<file path="config.mk">
export PLATFORM = sky130hd
export DESIGN_NAME = sram_async_ctrl
export DESIGN_NICKNAME = d
export VERILOG_FILES = /design/src/rtl/sram_ctrl_pkg.sv /design/src/rtl/sram_ctrl_fsm.sv /design/src/rtl/sram_ctrl_dp.sv /design/src/rtl/sram_async_ctrl.sv
export SDC_FILE = /design/constraint.sdc
export NUM_CORES = 1
export LEC_CHECK = 0
export CAP_MARGIN = 40
export CORE_ASPECT_RATIO = 0.9
export CORE_MARGIN = 2
export CORE_UTILIZATION = 44
export DETAILED_ROUTE_END_ITERATION = 16
export HOLD_SLACK_MARGIN = 0.05
export PLACE_DENSITY = 0.8
export SYNTH_ARGS = -nofsm -noshare
export SYNTH_HDL_FRONTEND = slang
export SYNTH_SLANG_ARGS = --single-unit
</file>
<file path="constraint.sdc">
create_clock -name clk -period 1.9 [get_ports clk]
set_input_delay 0.285 -clock clk [delete_from_list [all_inputs] [get_ports clk]]
set_output_delay 0.285 -clock clk [all_outputs]
set_load 0.05 [all_outputs]
</file>
<file path="src/rtl/sram_ctrl_pkg.sv">
package sram_ctrl_pkg;

  localparam int LIM_RC  = 0;
  localparam int LIM_AA  = 1;
  localparam int LIM_OE  = 2;
  localparam int LIM_HZ  = 3;
  localparam int LIM_WC  = 4;
  localparam int LIM_CW  = 5;
  localparam int LIM_WP  = 6;
  localparam int LIM_DW  = 7;
  localparam int LIM_WHZ = 8;

  typedef enum logic [2:0] {
    ST_IDLE,
    ST_READ,
    ST_TURN,
    ST_WADDR,
    ST_WPULSE,
    ST_WREC
  } ctrlState_e;

  typedef struct packed {
    logic selOn;
    logic oeOn;
    logic weOn;
    logic dqOn;
    logic load;
    logic capture;
    logic done;
  } ctrlStrobe_t;

  function automatic int pick3(input int grade, input int g0, input int g1, input int g2);
    return (grade == 0) ? g0 : ((grade == 1) ? g1 : g2);
  endfunction

  // nanosecond limit for grade 0 = 70 ns, 1 = 85 ns, 2 = 100 ns parts
  function automatic int limitNs(input int grade, input int which);
    case (which)
      LIM_RC:  return pick3(grade, 70, 85, 100);
      LIM_AA:  return pick3(grade, 70, 85, 100);
      LIM_OE:  return pick3(grade, 35, 40, 50);
      LIM_HZ:  return pick3(grade, 25, 25, 30);
      LIM_WC:  return pick3(grade, 70, 85, 100);
      LIM_CW:  return pick3(grade, 60, 70, 80);
      LIM_WP:  return pick3(grade, 55, 60, 70);
      LIM_DW:  return pick3(grade, 30, 35, 40);
      LIM_WHZ: return pick3(grade, 25, 30, 30);
      default: return 0;
    endcase
  endfunction

  function automatic int cyclesFor(input int ns, input int periodNs);
    return (ns + periodNs - 1) / periodNs;
  endfunction

  function automatic int maxOf(input int a, input int b);
    return (a > b) ? a : b;
  endfunction

endpackage

</file>
<file path="src/rtl/sram_ctrl_fsm.sv">
module sram_ctrl_fsm
  import sram_ctrl_pkg::*;
#(
  parameter int RD_CYC  = 7,
  parameter int HZ_CYC  = 3,
  parameter int WE_CYC  = 6,
  parameter int WHZ_CYC = 3,
  parameter int CNT_W   = 3
) (
  input  logic        clk,
  input  logic        rstN,
  input  logic        reqValid,
  input  logic        reqWrite,
  output logic        reqReady,
  output ctrlStrobe_t strobe
);

  localparam logic [CNT_W-1:0] RD_LAST   = CNT_W'(RD_CYC - 1);
  localparam logic [CNT_W-1:0] HZ_LAST   = CNT_W'(HZ_CYC - 1);
  localparam logic [CNT_W-1:0] WE_LAST   = CNT_W'(WE_CYC - 1);
  localparam logic [CNT_W-1:0] DRV_FIRST = CNT_W'(WHZ_CYC);

  ctrlState_e state, nxtState;
  logic [CNT_W-1:0] cnt, nxtCnt;

  always_ff @(posedge clk or negedge rstN) begin
    if (!rstN) begin
      state <= ST_IDLE;
      cnt   <= '0;
    end else begin
      state <= nxtState;
      cnt   <= nxtCnt;
    end
  end

  always_comb begin
    nxtState = state;
    nxtCnt   = cnt;
    strobe   = '0;
    unique case (state)
      ST_IDLE: begin
        if (reqValid) begin
          strobe.load = 1'b1;
          nxtCnt      = '0;
          nxtState    = reqWrite ? ST_WADDR : ST_READ;
        end
      end
      ST_READ: begin
        if (cnt == RD_LAST) begin
          strobe.capture = 1'b1;
          strobe.done    = 1'b1;
          nxtCnt         = '0;
          nxtState       = ST_TURN;
        end else begin
          nxtCnt = cnt + 1'b1;
        end
      end
      ST_TURN: begin
        if (cnt == HZ_LAST) nxtState = ST_IDLE;
        else nxtCnt = cnt + 1'b1;
      end
      ST_WADDR: begin
        nxtCnt   = '0;
        nxtState = ST_WPULSE;
      end
      ST_WPULSE: begin
        if (cnt == WE_LAST) begin
          nxtCnt   = '0;
          nxtState = ST_WREC;
        end else begin
          nxtCnt = cnt + 1'b1;
        end
      end
      ST_WREC: begin
        strobe.done = 1'b1;
        nxtState    = ST_IDLE;
      end
      default: nxtState = ST_IDLE;
    endcase
    strobe.selOn = (nxtState == ST_READ) || (nxtState == ST_WADDR) ||
                   (nxtState == ST_WPULSE) || (nxtState == ST_WREC);
    strobe.oeOn  = (nxtState == ST_READ);
    strobe.weOn  = (nxtState == ST_WPULSE);
    strobe.dqOn  = (nxtState == ST_WPULSE) && (nxtCnt >= DRV_FIRST);
  end

  assign reqReady = (state == ST_IDLE);

  AST_READ_NEEDS_IDLE: assert property (@(posedge clk) disable iff (!rstN)
    (state == ST_TURN) |=> (state == ST_TURN || state == ST_IDLE));

endmodule

</file>
<file path="src/rtl/sram_ctrl_dp.sv">
module sram_ctrl_dp
  import sram_ctrl_pkg::*;
#(
  parameter int ADDR_W = 18,
  parameter int DATA_W = 8
) (
  input  logic              clk,
  input  logic              rstN,
  input  ctrlStrobe_t       strobe,
  input  logic [ADDR_W-1:0] reqAddr,
  input  logic [DATA_W-1:0] reqWdata,
  input  logic [DATA_W-1:0] ramDqIn,
  output logic              ramCs1N,
  output logic              ramCs2,
  output logic              ramOeN,
  output logic              ramWeN,
  output logic [ADDR_W-1:0] ramAddr,
  output logic [DATA_W-1:0] ramDqOut,
  output logic              ramDqOe,
  output logic [DATA_W-1:0] rspRdata,
  output logic              rspDone
);

  always_ff @(posedge clk or negedge rstN) begin
    if (!rstN) begin
      ramCs1N <= 1'b1;
      ramCs2  <= 1'b0;
      ramOeN  <= 1'b1;
      ramWeN  <= 1'b1;
      ramDqOe <= 1'b0;
      rspDone <= 1'b0;
    end else begin
      ramCs1N <= ~strobe.selOn;
      ramCs2  <= strobe.selOn;
      ramOeN  <= ~strobe.oeOn;
      ramWeN  <= ~strobe.weOn;
      ramDqOe <= strobe.dqOn;
      rspDone <= strobe.done;
    end
  end

  always_ff @(posedge clk or negedge rstN) begin
    if (!rstN) begin
      ramAddr  <= '0;
      ramDqOut <= '0;
      rspRdata <= '0;
    end else begin
      if (strobe.load) begin
        ramAddr  <= reqAddr;
        ramDqOut <= reqWdata;
      end
      if (strobe.capture) rspRdata <= ramDqIn;
    end
  end

  AST_OE_WE_EXCL: assert property (@(posedge clk) disable iff (!rstN)
    !(!ramOeN && !ramWeN));
  AST_DQ_ONLY_IN_WE: assert property (@(posedge clk) disable iff (!rstN)
    ramDqOe |-> (!ramWeN && !ramCs1N && ramCs2));
  AST_DQ_OFF_AT_WE_RISE: assert property (@(posedge clk) disable iff (!rstN)
    $rose(ramWeN) |-> !ramDqOe);
  AST_WE_AFTER_SEL: assert property (@(posedge clk) disable iff (!rstN)
    $fell(ramWeN) |-> $past(!ramCs1N && ramCs2));
  AST_ADDR_HELD: assert property (@(posedge clk) disable iff (!rstN)
    (!ramCs1N && $past(!ramCs1N)) |-> $stable(ramAddr));
  AST_DONE_ONE_CYCLE: assert property (@(posedge clk) disable iff (!rstN)
    rspDone |=> !rspDone);

endmodule

</file>
<file path="src/rtl/sram_async_ctrl.sv">
module sram_async_ctrl
  import sram_ctrl_pkg::*;
#(
  parameter int CLK_PERIOD_NS = 10,
  parameter int SPEED_GRADE   = 0,
  parameter int ADDR_W        = 18,
  parameter int DATA_W        = 8
) (
  input  logic              clk,
  input  logic              rstN,
  input  logic              reqValid,
  output logic              reqReady,
  input  logic              reqWrite,
  input  logic [ADDR_W-1:0] reqAddr,
  input  logic [DATA_W-1:0] reqWdata,
  output logic              rspDone,
  output logic [DATA_W-1:0] rspRdata,
  output logic              ramCs1N,
  output logic              ramCs2,
  output logic              ramOeN,
  output logic              ramWeN,
  output logic [ADDR_W-1:0] ramAddr,
  output logic [DATA_W-1:0] ramDqOut,
  output logic              ramDqOe,
  input  logic [DATA_W-1:0] ramDqIn
);

  localparam int T = CLK_PERIOD_NS;
  localparam int G = SPEED_GRADE;

  localparam int RD_CYC = maxOf(maxOf(cyclesFor(limitNs(G, LIM_RC), T),
                                      cyclesFor(limitNs(G, LIM_AA), T)),
                                maxOf(cyclesFor(limitNs(G, LIM_OE), T), 1));
  localparam int HZ_CYC  = maxOf(cyclesFor(limitNs(G, LIM_HZ), T), 1);
  localparam int WHZ_CYC = cyclesFor(limitNs(G, LIM_WHZ), T);
  localparam int DW_CYC  = maxOf(cyclesFor(limitNs(G, LIM_DW), T), 1);
  localparam int WE_CYC  = maxOf(maxOf(cyclesFor(limitNs(G, LIM_WP), T), WHZ_CYC + DW_CYC),
                                 maxOf(cyclesFor(limitNs(G, LIM_CW), T) - 1,
                                       cyclesFor(limitNs(G, LIM_WC), T) - 2));
  localparam int CNT_W   = $clog2(maxOf(maxOf(RD_CYC, HZ_CYC), WE_CYC) + 1);

  ctrlStrobe_t strobe;

  sram_ctrl_fsm #(
    .RD_CYC (RD_CYC),
    .HZ_CYC (HZ_CYC),
    .WE_CYC (WE_CYC),
    .WHZ_CYC(WHZ_CYC),
    .CNT_W  (CNT_W)
  ) u_fsm (
    .clk     (clk),
    .rstN    (rstN),
    .reqValid(reqValid),
    .reqWrite(reqWrite),
    .reqReady(reqReady),
    .strobe  (strobe)
  );

  sram_ctrl_dp #(
    .ADDR_W(ADDR_W),
    .DATA_W(DATA_W)
  ) u_dp (
    .clk     (clk),
    .rstN    (rstN),
    .strobe  (strobe),
    .reqAddr (reqAddr),
    .reqWdata(reqWdata),
    .ramDqIn (ramDqIn),
    .ramCs1N (ramCs1N),
    .ramCs2  (ramCs2),
    .ramOeN  (ramOeN),
    .ramWeN  (ramWeN),
    .ramAddr (ramAddr),
    .ramDqOut(ramDqOut),
    .ramDqOe (ramDqOe),
    .rspRdata(rspRdata),
    .rspDone (rspDone)
  );

  // window checker: width of each write-enable pulse
  logic [CNT_W-1:0] weLowCnt;
  always_ff @(posedge clk or negedge rstN) begin
    if (!rstN) weLowCnt <= '0;
    else if (ramWeN) weLowCnt <= '0;
    else weLowCnt <= weLowCnt + 1'b1;
  end

  AST_WE_WIDTH: assert property (@(posedge clk) disable iff (!rstN)
    $rose(ramWeN) |-> (int'(weLowCnt) >= WE_CYC));
  AST_IDLE_PINS: assert property (@(posedge clk) disable iff (!rstN)
    (reqReady && !rspDone) |-> (ramCs1N && !ramCs2 && ramOeN && ramWeN && !ramDqOe));
  AST_DONE_READY_AFTER_WRITE: assert property (@(posedge clk) disable iff (!rstN)
    (rspDone && $past(!ramWeN, 2)) |-> reqReady);

endmodule

</file>
==> metrics.md <==
| Metric | Value |
|---|---|
| Cell Count, Final, Fillers Out | `293` |
| Synth Instances | `approximately 150` |
| Post-synth ARST share | `100.0%` |
| CTS tree | `yes` |
| Largest net degree at the start of global routing | `19` |
| Final GP Congestion | `between 0.8 and 0.9` |
| Initial antenna violation count | `0` |
| Fin area | `between 0.003 and 0.004 mm²` |
| R2R Path Start | `u_fsm.state[2]` |
| Max_cap viols | `0` |
| Synth warnings | `0` |
| RSZ-0062 raised after global routing | `no` |
| Critical Path RT | `between 1500 and 2000 ps` |
| # setup viols final | `0` |
| Top cell type's share of synthesized area | `51.50%` |
| Remaining DRCs | `0` |
| Mapped Avg Cell Area | `14.41 µm²` |
| HP Class | `in -> async` |
| Vias/cell | `4.911` |
| Crit Path Max Fanout | `2` |
| Htree depth | `2` |
| CTS clk-pin slew, worst paths | `80 ps` |
| Vias in the first global route | `between 1000 and 1500` |
| Fmax achieved | `between 0.5 and 0.6 GHz` |
| Clock sink count | `46` |
| Top_reg_cell synth | `dfrtp_1` |
| CP Capture Type | `output pin` |
| DRT iter0 DRCs | `39` |
| Slowest-stage cell, CP | `clkdlybuf4s50_1` |
| Die width | `~77 µm` |
| WP depth | `1` |
| Buffers on Ports | `78` |
| Mapped Area | `around 0.0021 mm²` |
| Post-synthesis sequential area ratio | `55.27%` |
| Critical path startpoint category | `register` |
| Core Box Area | `about 0.0045 mm²` |
| Worst skew pair latency | `between 200 and 300 ps` |
| Final worst path period share | `between 90% and 100%` |
| Die H | `a little under 70 µm` |
| EDFF count, synth | `0` |
| Setup CP Type | `reg -> out` |
| Synth area leader | `dfrtp_1` |
| R2R setup slack | `between 150 and 200 ps` |
| Worst reg2reg path endpoint | `u_dp.ramAddr[15]` |
| Max stage delay on crit path | `just over 800 ps` |
| Final hold vios | `0` |
| Final nets | `around 270` |
| Distinct cell type count after synthesis | `38` |
| CP top delay family | `buffers and inverters` |
| Buffer and inverter count on the worst path | `1` |
| GRT overflow | `0` |
| Pins Over Slew Limit | `0` |
| Cts bufs inserted | `5` |
| Slew Limit Headroom | `between 60% and 70%` |
| Post-synthesis register bit count | `46` |
| CP Capture Point | `ramAddr[17]` |
| Die Area | `~0.0053 mm²` |
| R2R depth | `4` |
| Area grow syn2layout | `44.91%` |
| Root Driver | `clkbuf_8` |
| Min Tclk post-route | `1775 ps` |
| Critical path arrival | `roughly 1500 ps` |
| Synth top cells by count | `dfrtp_1, mux2_4, mux2_2` |
| Overall routing resource usage | `18.11%` |
| Post-Route WL | `4.500 mm` |
| Count leader, synth | `dfrtp_1` |
| DP Wirelength | `approximately 3.4 mm` |
| Fraction of final layout cells with drive strength greater than 1 | `~27%` |
| Fillers | `roughly 360` |
| Post-DR wirelength/cell | `15.36 µm` |
| Synthesized net count | `around 190` |
| Initial core utilization | `~46%` |
| Final Skew | `around 5.2 ps` |
| Top Ports | `about 80` |
| TritonRoute pass-1 iters | `4` |
| Dpl cells | `approximately 280` |
| Number of setup buffers added after CTS | `0` |
| Outcome | `completed` |
| Hold Slack | `about 450 ps` |
| Row cnt | `23` |
| Clk buf depth | `2` |
| Setup TNS | `0 ps` |
| Number of diodes | `0` |
| CP Cell Sequence | `clkdlybuf4s50_1` |
| Placed cell area | `about 0.0029 mm²` |
| Top cells by area, synth | `dfrtp_1, mux2_4, mux2_2` |
| Detail Route Antenna Nets | `0` |
| Worst Tran Pin Value | `~540 ps` |
| First-pass GRT wire length | `7.527 mm` |
| Critical Path Start | `u_dp.ramAddr[17]` |
| Via count | `about 1400` |
worst min path at each step:
stage | start | end | cells after the start
floorplan | rstN | u_dp.ramAddr[0] | 0
global placement | rstN | u_dp.ramAddr[1] | 1
detailed placement | rstN | u_dp.ramAddr[1] | 1
CTS | rstN | u_dp.ramAddr[1] | 2
global route | rstN | u_dp.ramAddr[1] | 2
finish | rstN | u_dp.ramAddr[1] | 2
kinds of logic (layout without fill, tap and decap cells):
kind of cell             after synthesis  after routing  share of synthesized area, %
multiplexers                          34             34                         21.74
buffers and inverters                 10             96                         5.090
AO/OA/AOI/OAI                         16             16                         5.090
flip-flops                            46             46                         55.27
AND/OR/NAND/NOR                       36             36                         11.02
adder cells (fa/ha/maj)                3              3                         1.797
area by class of cell:
class	count	area, µm²	area share, %
inverters	3	11.26	0.3719
well taps	62	77.57	2.562
clock buffers	6	72.57	2.397
repair buffers	85	845.8	27.93
multi-input cells	89	828.3	27.36
flip-flops and latches	46	1155	38.14
clock inverters	2	37.54	1.240
cells in the final DEF, fill, tap and decap left out, drive strengths merged, types with 2 or more instances in the layout:
master         synthesis  final
nand2b                 2      2
a21oi                  3      3
buf                    7     11
nor2b                  5      5
clkdlybuf4s50          0     73
clkbuf                 0      6
inv                    3      3
dfstp                  3      3
ha                     3      3
nand3                  4      4
nand2                  9      9
o21ai                  5      5
nor2                   3      3
dfrtp                 43     43
mux2                  34     34
or2                    3      3
nor3b                  6      6
metrics by stage:
step / util, % / setup WS (ps)
after global placement: 64.36 / 210.5
after CTS: 67.02 / 103.6
after floorplan: - / 91.78
final: 67.02 / 125.2
after global routing: 67.02 / 58.38
after detailed placement: 64.36 / 169.0
routing by layer:
layer,routed length [µm],track usage (%),share of wire (%)
met5,0,0,0
met4,29,4.242,0.64
met3,285,4.948,6.3
met2,2138,29.70,48
met1,2046,24.12,45
flip-flops by register name, indices dropped and copies added, names as in the netlist:
| register | flops |
|---|---|
| u_dp.ramAddr | 18 |
| u_dp.ramCs1N | 1 |
| u_dp.ramCs2 | 1 |
| u_dp.ramDqOe | 1 |
| u_dp.ramDqOut | 8 |
| u_dp.ramOeN | 1 |
| u_dp.ramWeN | 1 |
| u_dp.rspDone | 1 |
| u_dp.rspRdata | 8 |
| u_fsm.cnt | 3 |
| u_fsm.state | 3 |
what timing repair did:
| action | CTS | global route |
|---|---|---|
| hold buffers | 1 | 0 |
| hold endpoints to repair | 14 | 0 |
| resized for setup | 0 | 0 |
Power is left out: the tool's default activity adds up to more than one toggle a clock period on the data nets, which glitch-free logic cannot reach.
